File: src/rtl/async_xcvr_pkg.sv
package async_xcvr_pkg;
  localparam int DATA_W      = 8;
  localparam int LEN_W       = 3;
  localparam int STOP_W      = 5;
  localparam int OS_SEL_W    = 2;
  localparam int OS_BASE_LOG = 4;
  localparam int OS_MAX_EXTRA = 2;
  localparam int CNT_W       = OS_BASE_LOG + OS_MAX_EXTRA + 2;

  localparam logic [CNT_W-1:0] CNT_ONE = CNT_W'(1);
  localparam logic [LEN_W-1:0] LEN_ONE = LEN_W'(1);
  localparam logic [LEN_W-1:0] LEN_TOP = LEN_W'(DATA_W - 1);

  localparam logic [2:0] PAR_NONE  = 3'd0;
  localparam logic [2:0] PAR_ODD   = 3'd1;
  localparam logic [2:0] PAR_EVEN  = 3'd2;
  localparam logic [2:0] PAR_MARK  = 3'd3;
  localparam logic [2:0] PAR_SPACE = 3'd4;

  typedef struct packed {
    logic [LEN_W-1:0]    len;
    logic [2:0]          par;
    logic [STOP_W-1:0]   stop;
    logic [OS_SEL_W-1:0] os;
  } cfg_t;

  function automatic logic [1:0] os_extra(input logic [OS_SEL_W-1:0] os);
    return (os == 2'd0) ? 2'd0 : (os == 2'd1) ? 2'd1 : 2'd2;
  endfunction

  function automatic logic [CNT_W-1:0] bit_ticks(input logic [OS_SEL_W-1:0] os);
    return CNT_ONE << (OS_BASE_LOG + int'(os_extra(os)));
  endfunction

  // stop period in ticks: (stop+1) sixteenths of a bit
  function automatic logic [CNT_W-1:0] stop_ticks(input logic [OS_SEL_W-1:0] os,
                                                  input logic [STOP_W-1:0] stop);
    return (CNT_W'(stop) + CNT_ONE) << os_extra(os);
  endfunction

  function automatic logic par_used(input logic [2:0] mode);
    return (mode != PAR_NONE) && (mode <= PAR_SPACE);
  endfunction

  function automatic logic par_bit(input logic [2:0] mode, input logic [DATA_W-1:0] d);
    case (mode)
      PAR_ODD:  return ~^d;
      PAR_EVEN: return ^d;
      PAR_MARK: return 1'b1;
      default:  return 1'b0;
    endcase
  endfunction

  function automatic logic [DATA_W-1:0] len_mask(input logic [LEN_W-1:0] len);
    return {DATA_W{1'b1}} >> (LEN_TOP - len);
  endfunction
endpackage

File: src/rtl/async_tx.sv
module async_tx
  import async_xcvr_pkg::*;
(
  input  logic              clk_i,
  input  logic              rst_ni,
  input  logic              tick_i,
  input  cfg_t              cfg_i,
  input  logic [DATA_W-1:0] data_i,
  input  logic              valid_i,
  output logic              ready_o,
  input  logic              brk_i,
  output logic              txd_o
);
  typedef enum logic [2:0] {TX_IDLE, TX_START, TX_DATA, TX_PAR, TX_STOP, TX_BRK} tx_st_e;

  tx_st_e            st_q;
  logic [CNT_W-1:0]  cnt_q;
  logic [LEN_W-1:0]  idx_q;
  logic [DATA_W-1:0] sh_q;
  logic              par_q;
  cfg_t              cfg_q;
  logic              txd_q;
  logic [CNT_W-1:0]  bt;
  logic [CNT_W-1:0]  stp;
  logic              bit_end;
  logic [DATA_W-1:0] data_m;

  assign bt      = bit_ticks(cfg_q.os);
  assign stp     = stop_ticks(cfg_q.os, cfg_q.stop);
  assign bit_end = tick_i && (cnt_q == bt - CNT_ONE);
  assign data_m  = data_i & len_mask(cfg_i.len);
  assign ready_o = (st_q == TX_IDLE) && !brk_i;
  assign txd_o   = txd_q;

  always_ff @(posedge clk_i or negedge rst_ni) begin
    if (!rst_ni) begin
      st_q  <= TX_IDLE;
      cnt_q <= '0;
      idx_q <= '0;
      sh_q  <= '0;
      par_q <= 1'b0;
      cfg_q <= '0;
      txd_q <= 1'b1;
    end else begin
      case (st_q)
        TX_IDLE: begin
          if (brk_i) begin
            st_q  <= TX_BRK;
            txd_q <= 1'b0;
          end else if (valid_i) begin
            cfg_q <= cfg_i;  // configuration captured at character start
            sh_q  <= data_m;
            par_q <= par_bit(cfg_i.par, data_m);
            cnt_q <= '0;
            st_q  <= TX_START;
            txd_q <= 1'b0;
          end
        end
        TX_BRK: begin
          if (!brk_i) begin
            st_q  <= TX_IDLE;
            txd_q <= 1'b1;
          end
        end
        TX_START: begin
          if (bit_end) begin
            cnt_q <= '0;
            idx_q <= '0;
            txd_q <= sh_q[0];
            st_q  <= TX_DATA;
          end else if (tick_i) cnt_q <= cnt_q + CNT_ONE;
        end
        TX_DATA: begin
          if (bit_end) begin
            cnt_q <= '0;
            if (idx_q == cfg_q.len) begin
              if (par_used(cfg_q.par)) begin
                st_q  <= TX_PAR;
                txd_q <= par_q;
              end else begin
                st_q  <= TX_STOP;
                txd_q <= 1'b1;
              end
            end else begin
              idx_q <= idx_q + LEN_ONE;
              sh_q  <= sh_q >> 1;
              txd_q <= sh_q[1];
            end
          end else if (tick_i) cnt_q <= cnt_q + CNT_ONE;
        end
        TX_PAR: begin
          if (bit_end) begin
            cnt_q <= '0;
            st_q  <= TX_STOP;
            txd_q <= 1'b1;
          end else if (tick_i) cnt_q <= cnt_q + CNT_ONE;
        end
        TX_STOP: begin
          if (tick_i) begin
            if (cnt_q == stp - CNT_ONE) begin
              cnt_q <= '0;
              st_q  <= TX_IDLE;
            end else cnt_q <= cnt_q + CNT_ONE;
          end
        end
        default: st_q <= TX_IDLE;
      endcase
    end
  end

  assert_idle_high_R1: assert property (@(posedge clk_i) disable iff (!rst_ni)
    ready_o |-> txd_o);

  assert_break_low_R7: assert property (@(posedge clk_i) disable iff (!rst_ni)
    (st_q == TX_BRK) |-> !txd_o);

  assert_accept_busy_R6: assert property (@(posedge clk_i) disable iff (!rst_ni)
    (valid_i && ready_o) |=> (!ready_o && !txd_o));
endmodule

File: src/rtl/async_rx.sv
module async_rx
  import async_xcvr_pkg::*;
(
  input  logic              clk_i,
  input  logic              rst_ni,
  input  logic              tick_i,
  input  cfg_t              cfg_i,
  input  logic              rxd_i,
  output logic              valid_o,
  output logic [DATA_W-1:0] data_o,
  output logic              par_err_o,
  output logic              frm_err_o,
  output logic              brk_o
);
  typedef enum logic [2:0] {RX_IDLE, RX_START, RX_DATA, RX_PAR, RX_STOP, RX_WAIT} rx_st_e;

  rx_st_e            st_q;
  logic              s1_q, s2_q;
  logic [CNT_W-1:0]  cnt_q;
  logic [LEN_W-1:0]  idx_q;
  logic [DATA_W-1:0] sh_q;
  logic              par_s_q;
  logic              zero_q;
  cfg_t              cfg_q;
  logic              valid_q, pe_q, fe_q, bk_q;
  logic [DATA_W-1:0] data_q;
  logic [CNT_W-1:0]  bt, half, stop_at;
  logic [DATA_W-1:0] word;
  logic              line;
  logic              bit_end;

  assign line    = s2_q;
  assign bt      = bit_ticks(cfg_q.os);
  assign half    = bt >> 1;
  // sample the middle of the stop period, measured from the last bit centre
  assign stop_at = half + (stop_ticks(cfg_q.os, cfg_q.stop) >> 1) - CNT_ONE;
  assign bit_end = tick_i && (cnt_q == bt - CNT_ONE);
  assign word    = sh_q >> (LEN_TOP - cfg_q.len);

  assign valid_o   = valid_q;
  assign data_o    = data_q;
  assign par_err_o = pe_q;
  assign frm_err_o = fe_q;
  assign brk_o     = bk_q;

  always_ff @(posedge clk_i or negedge rst_ni) begin
    if (!rst_ni) begin
      st_q    <= RX_IDLE;
      s1_q    <= 1'b1;
      s2_q    <= 1'b1;
      cnt_q   <= '0;
      idx_q   <= '0;
      sh_q    <= '0;
      par_s_q <= 1'b0;
      zero_q  <= 1'b0;
      cfg_q   <= '0;
      valid_q <= 1'b0;
      data_q  <= '0;
      pe_q    <= 1'b0;
      fe_q    <= 1'b0;
      bk_q    <= 1'b0;
    end else begin
      s1_q    <= rxd_i;
      s2_q    <= s1_q;
      valid_q <= 1'b0;
      case (st_q)
        RX_IDLE: begin
          if (tick_i && !line) begin
            cfg_q <= cfg_i;
            cnt_q <= '0;
            st_q  <= RX_START;
          end
        end
        RX_START: begin
          if (tick_i) begin
            if (cnt_q == half - CNT_ONE) begin
              cnt_q <= '0;
              if (line) st_q <= RX_IDLE;  // glitch, not a start bit
              else begin
                idx_q  <= '0;
                zero_q <= 1'b1;
                st_q   <= RX_DATA;
              end
            end else cnt_q <= cnt_q + CNT_ONE;
          end
        end
        RX_DATA: begin
          if (bit_end) begin
            cnt_q  <= '0;
            sh_q   <= {line, sh_q[DATA_W-1:1]};
            zero_q <= zero_q & ~line;
            if (idx_q == cfg_q.len) st_q <= par_used(cfg_q.par) ? RX_PAR : RX_STOP;
            else idx_q <= idx_q + LEN_ONE;
          end else if (tick_i) cnt_q <= cnt_q + CNT_ONE;
        end
        RX_PAR: begin
          if (bit_end) begin
            cnt_q   <= '0;
            par_s_q <= line;
            zero_q  <= zero_q & ~line;
            st_q    <= RX_STOP;
          end else if (tick_i) cnt_q <= cnt_q + CNT_ONE;
        end
        RX_STOP: begin
          if (tick_i) begin
            if (cnt_q == stop_at) begin
              cnt_q   <= '0;
              valid_q <= 1'b1;
              if (zero_q && !line) begin
                bk_q   <= 1'b1;
                data_q <= '0;
                pe_q   <= 1'b0;
                fe_q   <= 1'b0;
                st_q   <= RX_WAIT;
              end else begin
                bk_q   <= 1'b0;
                data_q <= word;
                fe_q   <= !line;
                pe_q   <= par_used(cfg_q.par) && (par_s_q != par_bit(cfg_q.par, word));
                st_q   <= RX_IDLE;
              end
            end else cnt_q <= cnt_q + CNT_ONE;
          end
        end
        RX_WAIT: begin
          if (tick_i && line) st_q <= RX_IDLE;
        end
        default: st_q <= RX_IDLE;
      endcase
    end
  end

  assert_valid_pulse_R8: assert property (@(posedge clk_i) disable iff (!rst_ni)
    valid_o |=> !valid_o);

  assert_break_clean_R12: assert property (@(posedge clk_i) disable iff (!rst_ni)
    (valid_o && brk_o) |-> (data_o == '0 && !par_err_o && !frm_err_o));
endmodule

File: src/rtl/async_xcvr.sv
module async_xcvr
  import async_xcvr_pkg::*;
(
  input  logic        clk_i,
  input  logic        rst_ni,
  input  logic        os_tick_i,
  input  logic [2:0]  cfg_len_i,
  input  logic [2:0]  cfg_par_i,
  input  logic [4:0]  cfg_stop_i,
  input  logic [1:0]  cfg_os_i,
  input  logic [7:0]  tx_data_i,
  input  logic        tx_valid_i,
  output logic        tx_ready_o,
  input  logic        tx_break_i,
  output logic        txd_o,
  input  logic        rxd_i,
  output logic        rx_valid_o,
  output logic [7:0]  rx_data_o,
  output logic        rx_par_err_o,
  output logic        rx_frm_err_o,
  output logic        rx_brk_o
);
  cfg_t cfg;

  assign cfg = '{len: cfg_len_i, par: cfg_par_i, stop: cfg_stop_i, os: cfg_os_i};

  async_tx u_tx (
    .clk_i   (clk_i),
    .rst_ni  (rst_ni),
    .tick_i  (os_tick_i),
    .cfg_i   (cfg),
    .data_i  (tx_data_i),
    .valid_i (tx_valid_i),
    .ready_o (tx_ready_o),
    .brk_i   (tx_break_i),
    .txd_o   (txd_o)
  );

  async_rx u_rx (
    .clk_i     (clk_i),
    .rst_ni    (rst_ni),
    .tick_i    (os_tick_i),
    .cfg_i     (cfg),
    .rxd_i     (rxd_i),
    .valid_o   (rx_valid_o),
    .data_o    (rx_data_o),
    .par_err_o (rx_par_err_o),
    .frm_err_o (rx_frm_err_o),
    .brk_o     (rx_brk_o)
  );
endmodule

File: config.mk
export PLATFORM = sky130hd
export DESIGN_NAME = async_xcvr
export DESIGN_NICKNAME = d
export VERILOG_FILES = /design/src/rtl/async_xcvr_pkg.sv /design/src/rtl/async_tx.sv /design/src/rtl/async_rx.sv /design/src/rtl/async_xcvr.sv
export SDC_FILE = /design/constraint.sdc
export NUM_CORES = 1
export LEC_CHECK = 0
export ABC_AREA = 0
export BUFFER_PORTS_ARGS = -buffer_cell sky130_fd_sc_hd__buf_2
export CAP_MARGIN = 5
export CORE_MARGIN = 2
export CORE_UTILIZATION = 62
export DETAILED_ROUTE_END_ITERATION = 16
export GPL_ROUTABILITY_DRIVEN = 0
export PLACE_DENSITY = 0.81
export SLEW_MARGIN = 15
export SYNTH_ARGS = -nofsm -noshare
export SYNTH_HDL_FRONTEND = slang
export SYNTH_SLANG_ARGS = --single-unit
File: constraint.sdc
create_clock -name clk_i -period 5.2 [get_ports clk_i]
set_input_delay 1.04 -clock clk_i [delete_from_list [all_inputs] [get_ports clk_i]]
set_output_delay 1.04 -clock clk_i [all_outputs]
set_load 0.01 [all_outputs]
### After elaboration in Yosys (flattened, before gate mapping)

Index checks and enable logic that the tools add are counted.

| word-level totals | value |
|---|---|
| memories kept | 0 |
| output and inout bits | 14 |
| latch bits | 0 |
| bits in registers | 88 |
| memory bits (writable) | 0 |
| memory bits (read-only) | 0 |
| bits of input ports | 27 |
| word-level logic and storage cells | 235 |

| cells by class | value |
|---|---|
| $add $sub $neg | 16 |
| magnitude comparators | 2 |
| reductions and logical operators | 44 |
| bitwise operators | 4 |
| mux-type cells | 85 |
| shift-type cells | 6 |
| div/mod/pow operators | 0 |
| eq/ne operators | 51 |
| multiply operators | 0 |

Operators by type and width:

| kind | count |
|---|---|
| $mux 8 | 18 |
| $mux 3 | 29 |
| $shl 1x32->8 const A | 2 |
| $eq 8x8->1 | 5 |
| $pmux 3 s6 | 2 |
| $pmux 8 s4 | 1 |
| $sub 8x1->8 const B | 4 |
| $ne 2x1->1 const B | 13 |
| $eq 3x2->1 const B | 8 |
| $pmux 8 s3 | 1 |
| $mux 1 | 22 |
| $reduce_and 5->1 | 4 |
| $ne 2x2->1 const B | 9 |
| $add 8x1->8 const B | 2 |
| $pmux 8 s2 | 1 |
| $reduce_xnor 8->1 | 2 |
| $reduce_xor 8->1 | 2 |
| $shl 8x2->8 | 2 |
| $add 5x1->6 const B | 2 |
| $eq 3x1->1 const B | 4 |
| $eq 3x3->1 const B | 4 |
| $pmux 3 s2 | 2 |
| $reduce_and 6->1 | 2 |
| $mux 2 | 5 |
| 34 further kinds | 62 |

### Depth between registers and ports, before layout

| logic depth | value |
|---|---|
| word-level depth | 14 |
| mapped depth | 19 |
| gate-level depth less buffers | 18 |

### By module

Synthesis repeated with hierarchy kept, for this count alone.

| second synthesis, totals | value |
|---|---|
| cell total of the unflattened synthesis | 686 |
| area total of the unflattened synthesis | 6374.9 µm² |

Modules (own cells, without submodules):

| module | sequential area each (µm²) | area an instance (µm²) | cells each | times used |
|---|---|---|---|---|
| async_rx | 1278.7 | 3732.3 | 383 | 1 |
| async_tx | 927.1 | 2642.5 | 303 | 1 |

### Worst setup path before layout

No wires, ideal clock.

| path | value |
|---|---|
| path type | register -> register |
| from | register u_rx.cfg_q[2] in the netlist's numbering |
| to | register u_rx.cnt_q[3] |
| required time | 5076 ps |
| path buffers | 0 |
| arrival time | 3558 ps |
| library setup time | 124 ps |
| setup slack | 1518 ps |
| cell stages (with the launch flop) | 17 |
| period minus slack after synthesis | 3682 ps |
| cell sequence | dfrtp_1 > ha_1 > nand3_1 > xnor2_1 > mux2_2 > a21oi_1 > ha_1 > inv_1 > ha_1 > nor2b_1 > and2_1 > nor4b_1 > o221ai_2 > a211oi_2 > a2bb2oi_2 > nor3_1 > a211o_1 |

| on the way | value |
|---|---|
| longest elaborated chain between the ends | 8 |

RTL lines:

| item | line | source |
|---|---|---|
| start: declaration | async_rx.sv:24 | `cfg_t cfg_q;` |
| start signal: assignment | async_rx.sv:69 | `cfg_q <= cfg_i;` |
| $add 5x1->6 | async_xcvr_pkg.sv:38 | `return (CNT_W'(stop) + CNT_ONE) << os_extra(os);` |
| $shl 8x2->8 | async_xcvr_pkg.sv:38 |  |
| $add 7x7->8 | async_rx.sv:36 | `assign stop_at = half + (stop_ticks(cfg_q.os, cfg_q.stop) >> 1) - CNT_ONE;` |
| $sub 8x1->8 | async_rx.sv:36 |  |
| $eq 8x8->1 | async_rx.sv:106 | `if (cnt_q == stop_at) begin` |
| $mux 8 | async_rx.sv:106 |  |
| $mux 8 | async_rx.sv:105 | `if (tick_i) begin` |
| $pmux 8 s4 | async_rx.sv:66 | `case (st_q)` |
| end signal: assignment | async_rx.sv:84 | `end else cnt_q <= cnt_q + CNT_ONE;` |
| end signal: assignment | async_rx.sv:102 | `end else if (tick_i) cnt_q <= cnt_q + CNT_ONE;` |
| end signal: assignment | async_rx.sv:122 | `end else cnt_q <= cnt_q + CNT_ONE;` |
| end: declaration | async_rx.sv:19 | `logic [CNT_W-1:0] cnt_q;` |

No other way between the ends. The select of a mux whose other input is x is not followed.
A chain may end at the register's enable or synchronous reset.

### Worst setup path after layout

| path | value |
|---|---|
| from | register u_rx.cfg_q[2] in the netlist's numbering |
| to | register u_rx.data_q[4] (netlist: u_rx.data_o[4]) |

| on the way | value |
|---|---|
| longest elaborated chain between the ends | 6 |

RTL lines:

| item | line | source |
|---|---|---|
| $add 5x1->6 | async_xcvr_pkg.sv:38 |  |
| $shl 8x2->8 | async_xcvr_pkg.sv:38 |  |
| $add 7x7->8 | async_rx.sv:36 |  |
| $sub 8x1->8 | async_rx.sv:36 |  |
| $eq 8x8->1 | async_rx.sv:106 |  |
| $reduce_and 3->1 (no line) | n/a |  |
| end signal: assignment | async_rx.sv:117 | `data_q <= word;` |
| end: declaration | async_rx.sv:26 | `logic [DATA_W-1:0] data_q;` |

No other way between the ends.

==> flow_summary.html <==
<table>
<tr><th>Metric</th><th>Value</th></tr>
<tr><th colspan="2">Status</th></tr>
<tr><td>Run status</td><td>finished, final reports clean</td></tr>
<tr><th colspan="2">Synth</th></tr>
<tr><td>Register bit count reported by yosys</td><td>88</td></tr>
<tr><td>Share of synthesized area occupied by flip-flops and latches</td><td>36.5%</td></tr>
<tr><td>EDFF count, synth</td><td>0</td></tr>
<tr><td>Number of cells produced by synthesis</td><td>671</td></tr>
<tr><td>Most numerous cell types in the synthesized netlist</td><td>sky130_fd_sc_hd__dfrtp_1 (85), sky130_fd_sc_hd__nand2_1 (69), sky130_fd_sc_hd__o21ai_0 (51)</td></tr>
<tr><td>Fraction of synthesized cell area taken by the top area cell type</td><td>35.2%</td></tr>
<tr><td>Post-synth cell types</td><td>68</td></tr>
<tr><td>Most numerous cell in the Yosys netlist</td><td>sky130_fd_sc_hd__dfrtp_1</td></tr>
<tr><td>Most instantiated flip-flop cell in the synthesis netlist</td><td>sky130_fd_sc_hd__dfrtp_1</td></tr>
<tr><td>Asr flop ratio synth</td><td>100%</td></tr>
<tr><td>Cells taking the most area after synthesis</td><td>sky130_fd_sc_hd__dfrtp_1 (35%), sky130_fd_sc_hd__mux2_2 (8.6%), sky130_fd_sc_hd__xnor2_1 (4.3%)</td></tr>
<tr><td>Yosys Warn Count</td><td>0</td></tr>
<tr><td>Cell type contributing the most total cell area after synthesis</td><td>sky130_fd_sc_hd__dfrtp_1</td></tr>
<tr><td>Syn_area_per_cell</td><td>9.02 sq um</td></tr>
<tr><td>Netlist Area Pre-Place</td><td>6050 sq um</td></tr>
<tr><td>Nets in the synthesized netlist</td><td>714</td></tr>
<tr><th colspan="2">Detailed routing</th></tr>
<tr><td>First-pass DRT Iterations</td><td>5</td></tr>
<tr><td>Remaining DRCs</td><td>0</td></tr>
<tr><td>Vias per inst</td><td>5.97</td></tr>
<tr><td>Final wirelength</td><td>12.4 mm</td></tr>
<tr><td>Post-route antenna net violation count</td><td>0</td></tr>
<tr><td>Routed wirelength normalized by instance count</td><td>15.0 um</td></tr>
<tr><td>Count of vias placed by the detailed router</td><td>4,913</td></tr>
<tr><td>Iteration-0 DRC count of the detailed router</td><td>295</td></tr>
<tr><th colspan="2">Clocking</th></tr>
<tr><td>Clock transition time at the flip-flop clock pins of the worst setup and hold paths</td><td>0.09 ns</td></tr>
<tr><td>Clock root buffer master</td><td>sky130_fd_sc_hd__clkbuf_8</td></tr>
<tr><td>CTS Hold Buffers Added</td><td>0</td></tr>
<tr><td>CTS tree</td><td>done</td></tr>
<tr><td>Total clock buffers created by CTS</td><td>9</td></tr>
<tr><td>Clk Latency, worst-skew pair</td><td>0.36 ns</td></tr>
<tr><td>Resized cells post-CTS</td><td>0</td></tr>
<tr><td>Number of post-CTS setup repair buffers</td><td>0</td></tr>
<tr><td>Count of clock tree sinks</td><td>88</td></tr>
<tr><td>Clock Path Buffers</td><td>2</td></tr>
<tr><td>H-tree Lvls</td><td>3</td></tr>
<tr><th colspan="2">Global routing</th></tr>
<tr><td>Maximum number of pins on one net before global-route repair</td><td>50</td></tr>
<tr><td>First-pass GRT wire length</td><td>20.8 mm</td></tr>
<tr><td>Aggregate global routing overflow</td><td>0</td></tr>
<tr><td>Via count of the first global-routing pass</td><td>4,566</td></tr>
<tr><td>Number of antenna violations at the first check in global routing</td><td>0</td></tr>
<tr><td>Global-route usage over all layers</td><td>24.5%</td></tr>
<tr><th colspan="2">STA</th></tr>
<tr><td>Final Critical Period</td><td>4.36 ns</td></tr>
<tr><td>Pins over their slew limit</td><td>0</td></tr>
<tr><td>Unrepaired setup endpoints after global routing</td><td>no</td></tr>
<tr><td>Total negative setup slack</td><td>0 ns</td></tr>
<tr><td>Actual slew at the worst max-slew pin</td><td>1.03 ns</td></tr>
<tr><td>Final Hold Violating Endpoints</td><td>0</td></tr>
<tr><td>Final setup slack of the worst path</td><td>0.844 ns</td></tr>
<tr><td>Worst slew margin</td><td>31.4%</td></tr>
<tr><td>Final Cycle Share</td><td>83.8%</td></tr>
<tr><td>Setup violations, final</td><td>0</td></tr>
<tr><td>Hold slack</td><td>0.359 ns</td></tr>
<tr><td>Layout Skew</td><td>0.0108 ns</td></tr>
<tr><td>Max Fclk</td><td>0.230 GHz</td></tr>
<tr><th colspan="2">Min path</th></tr>
<tr><td>Hold path depth</td><td>0</td></tr>
<tr><td>Hold Crit Class</td><td>flop to flop</td></tr>
<tr><td>Hold path endpoint</td><td>u_rx.line</td></tr>
<tr><td>Source of the worst hold timing path</td><td>u_rx.s1_q</td></tr>
<tr><th colspan="2">Cells and area</th></tr>
<tr><td>Final layout net count</td><td>728</td></tr>
<tr><td>Area used by multi-input combinational logic</td><td>3610 sq um</td></tr>
<tr><td>Fillcell total</td><td>809</td></tr>
<tr><td>Area delta synth-&gt;final</td><td>6.37%</td></tr>
<tr><td>Antenna Diode Count</td><td>0</td></tr>
<tr><td>Sequential standard cell area</td><td>2210 sq um</td></tr>
<tr><td>Share of the core filled with cells in the final layout</td><td>66.8%</td></tr>
<tr><td>Layout cells sized above 1</td><td>17.8%</td></tr>
<tr><th colspan="2">Placement</th></tr>
<tr><td>Count of input and output buffers</td><td>40</td></tr>
<tr><td>Detailed-placement wirelength estimate</td><td>9.13 mm</td></tr>
<tr><td>Worst setup slack after placement</td><td>0.824 ns</td></tr>
<tr><th colspan="2">Setup path</th></tr>
<tr><td>Crit Path Category</td><td>flop to flop</td></tr>
<tr><td>Data arrival time of the critical path</td><td>4.66 ns</td></tr>
<tr><td>Capture instance of the worst register-to-register path</td><td>u_rx.data_o[4]</td></tr>
<tr><td>Max Fanout on Critical Path</td><td>22</td></tr>
<tr><td>Crit path launch type</td><td>flop</td></tr>
<tr><td>WP data required</td><td>5.50 ns</td></tr>
<tr><td>Launching point of the worst reg2reg path</td><td>u_rx.cfg_q[2]</td></tr>
<tr><td>Path depth of the worst reg2reg path</td><td>14</td></tr>
<tr><td>Worst Setup End Kind</td><td>flop</td></tr>
<tr><td>Setup slack on the worst flop-to-flop path</td><td>0.84 ns</td></tr>
<tr><th colspan="2">Die</th></tr>
<tr><td>Number of primary I/O pins</td><td>41</td></tr>
<tr><td>DIE WIDTH</td><td>103 um</td></tr>
<tr><td>Core footprint</td><td>9640 sq um</td></tr>
<tr><td>Effective utilization at floorplan</td><td>62.8%</td></tr>
<tr><td>Overall die height</td><td>103 um</td></tr>
<tr><td>Number of standard-cell rows in the floorplan</td><td>36</td></tr>
<tr><td>Die area</td><td>10,600 sq um</td></tr>
<tr><th colspan="2">Power</th></tr>
<tr><td>Leakage power total</td><td>2.89 nW</td></tr>
<tr><td>Worst IR Drop VDD</td><td>0.296 mV</td></tr>
<tr><td>Overall power of the completed layout</td><td>3.64 mW</td></tr>
<tr><td>Ratio of total power to cell area</td><td>566 nW/um^2</td></tr>
<tr><th colspan="2">Run</th></tr>
<tr><td>Number of max-cap violations</td><td>0</td></tr>
</table>
==> cell usage in the layout, fill, tap and decap left out, types with 4 or more instances in the layout <==
master / count
sky130_fd_sc_hd__a211oi_1: 7
sky130_fd_sc_hd__a21o_1: 12
sky130_fd_sc_hd__a21oi_1: 34
sky130_fd_sc_hd__a22o_1: 9
sky130_fd_sc_hd__a31oi_1: 8
sky130_fd_sc_hd__and2_1: 5
sky130_fd_sc_hd__and3_1: 10
sky130_fd_sc_hd__buf_2: 39
sky130_fd_sc_hd__clkbuf_1: 4
sky130_fd_sc_hd__clkbuf_8: 10
sky130_fd_sc_hd__dfrtp_1: 85
sky130_fd_sc_hd__ha_1: 16
sky130_fd_sc_hd__inv_1: 18
sky130_fd_sc_hd__mux2_2: 46
sky130_fd_sc_hd__mux2i_1: 13
sky130_fd_sc_hd__nand2_1: 69
sky130_fd_sc_hd__nand2b_1: 8
sky130_fd_sc_hd__nand3_1: 26
sky130_fd_sc_hd__nor2_1: 42
sky130_fd_sc_hd__nor2b_1: 13
sky130_fd_sc_hd__nor3_1: 19
sky130_fd_sc_hd__nor4_1: 6
sky130_fd_sc_hd__o21ai_0: 51
sky130_fd_sc_hd__o31ai_1: 15
sky130_fd_sc_hd__or3_1: 4
sky130_fd_sc_hd__xnor2_1: 30
sky130_fd_sc_hd__xor2_1: 26
==> through the flow <==
stage,std cells,instance area [sq um]
3_3_place_gp,807,6270
2_1_floorplan,671,6050
5_1_grt,823,6430
4_1_cts,823,6430
6_report,823,6430
3_5_place_dp,807,6270
==> layout make-up <==
cell class,instances,area share (%)
inverters,20,1.17
multi-input cells,525,56.1
clock buffers,14,2.37
flip-flops and latches,88,34.3
well taps,133,2.59
clock inverters,2,0.233
repair buffers,41,3.27
==> report_power, final <==
group / internal [mW] / switching (mW) / leakage, nW
logic: 0.945 / 1.09 / 1.67
registers: 0.862 / 0.313 / 1.14
clock network: 0.188 / 0.239 / 0.0769
total: 1.99 / 1.64 / 2.89
==> critical path, stage by stage (launching register included) <==
cell and delay, ns:
sky130_fd_sc_hd__dfrtp_1 0.43, sky130_fd_sc_hd__ha_1 0.25, sky130_fd_sc_hd__xnor2_1 0.17, sky130_fd_sc_hd__and3_1 0.24, sky130_fd_sc_hd__a211oi_4 0.36, sky130_fd_sc_hd__xnor2_1 0.18
sky130_fd_sc_hd__ha_1 0.27, sky130_fd_sc_hd__o21ai_0 0.10, sky130_fd_sc_hd__a2111oi_1 0.50, sky130_fd_sc_hd__o31a_1 0.22, sky130_fd_sc_hd__o221ai_2 0.10, sky130_fd_sc_hd__a211oi_2 0.36
sky130_fd_sc_hd__nand4_2 0.48, sky130_fd_sc_hd__a2111oi_0 0.51, sky130_fd_sc_hd__a21o_1 0.13
==> flip-flops by register name, indices dropped and copies added, names as in the netlist, 8 cells and up <==
| name | flops |
|---|---|
| u_rx.sh_q | 8 |
| u_tx.sh_q | 8 |
| u_tx.cfg_q | 13 |
| u_rx.cnt_q | 8 |
| u_tx.cnt_q | 8 |
| u_rx.cfg_q | 13 |
| u_rx.data_o | 8 |
==> cell families after synthesis <==
family          after synthesis  share of synthesized area (%)
simple gates                221                           17.9
xor+xnor                     57                           8.38
mux                          61                           11.5
fa+ha+maj                    16                           3.31
buf+inv                      58                           3.87
other cells                   1                         0.0620
flops                        88                           36.5
compound gates              169                           18.6
==> worst max-delay path by stage <==
stage                              from             end
after floorplan           u_rx.cfg_q[2]   u_rx.cnt_q[3]
after global placement    u_rx.cfg_q[2]  u_rx.data_o[4]
after detailed placement  u_rx.cfg_q[2]  u_rx.data_o[4]
after CTS                 u_rx.cfg_q[2]  u_rx.data_o[4]
after global routing      u_rx.cfg_q[2]  u_rx.data_o[4]
final                     u_rx.cfg_q[2]  u_rx.data_o[4]
==> metal layers <==
layer | up-vias | GRT usage, % | share of wire, %
li1 | 2434 | - | -
met1 | 2352 | 33.4 | 46
met2 | 105 | 40.3 | 49
met3 | 22 | 4.27 | 3.2
met4 | 0 | 7.49 | 1.7
met5 | - | 0 | 0
Note: power is estimated with default switching activity, not from simulation.
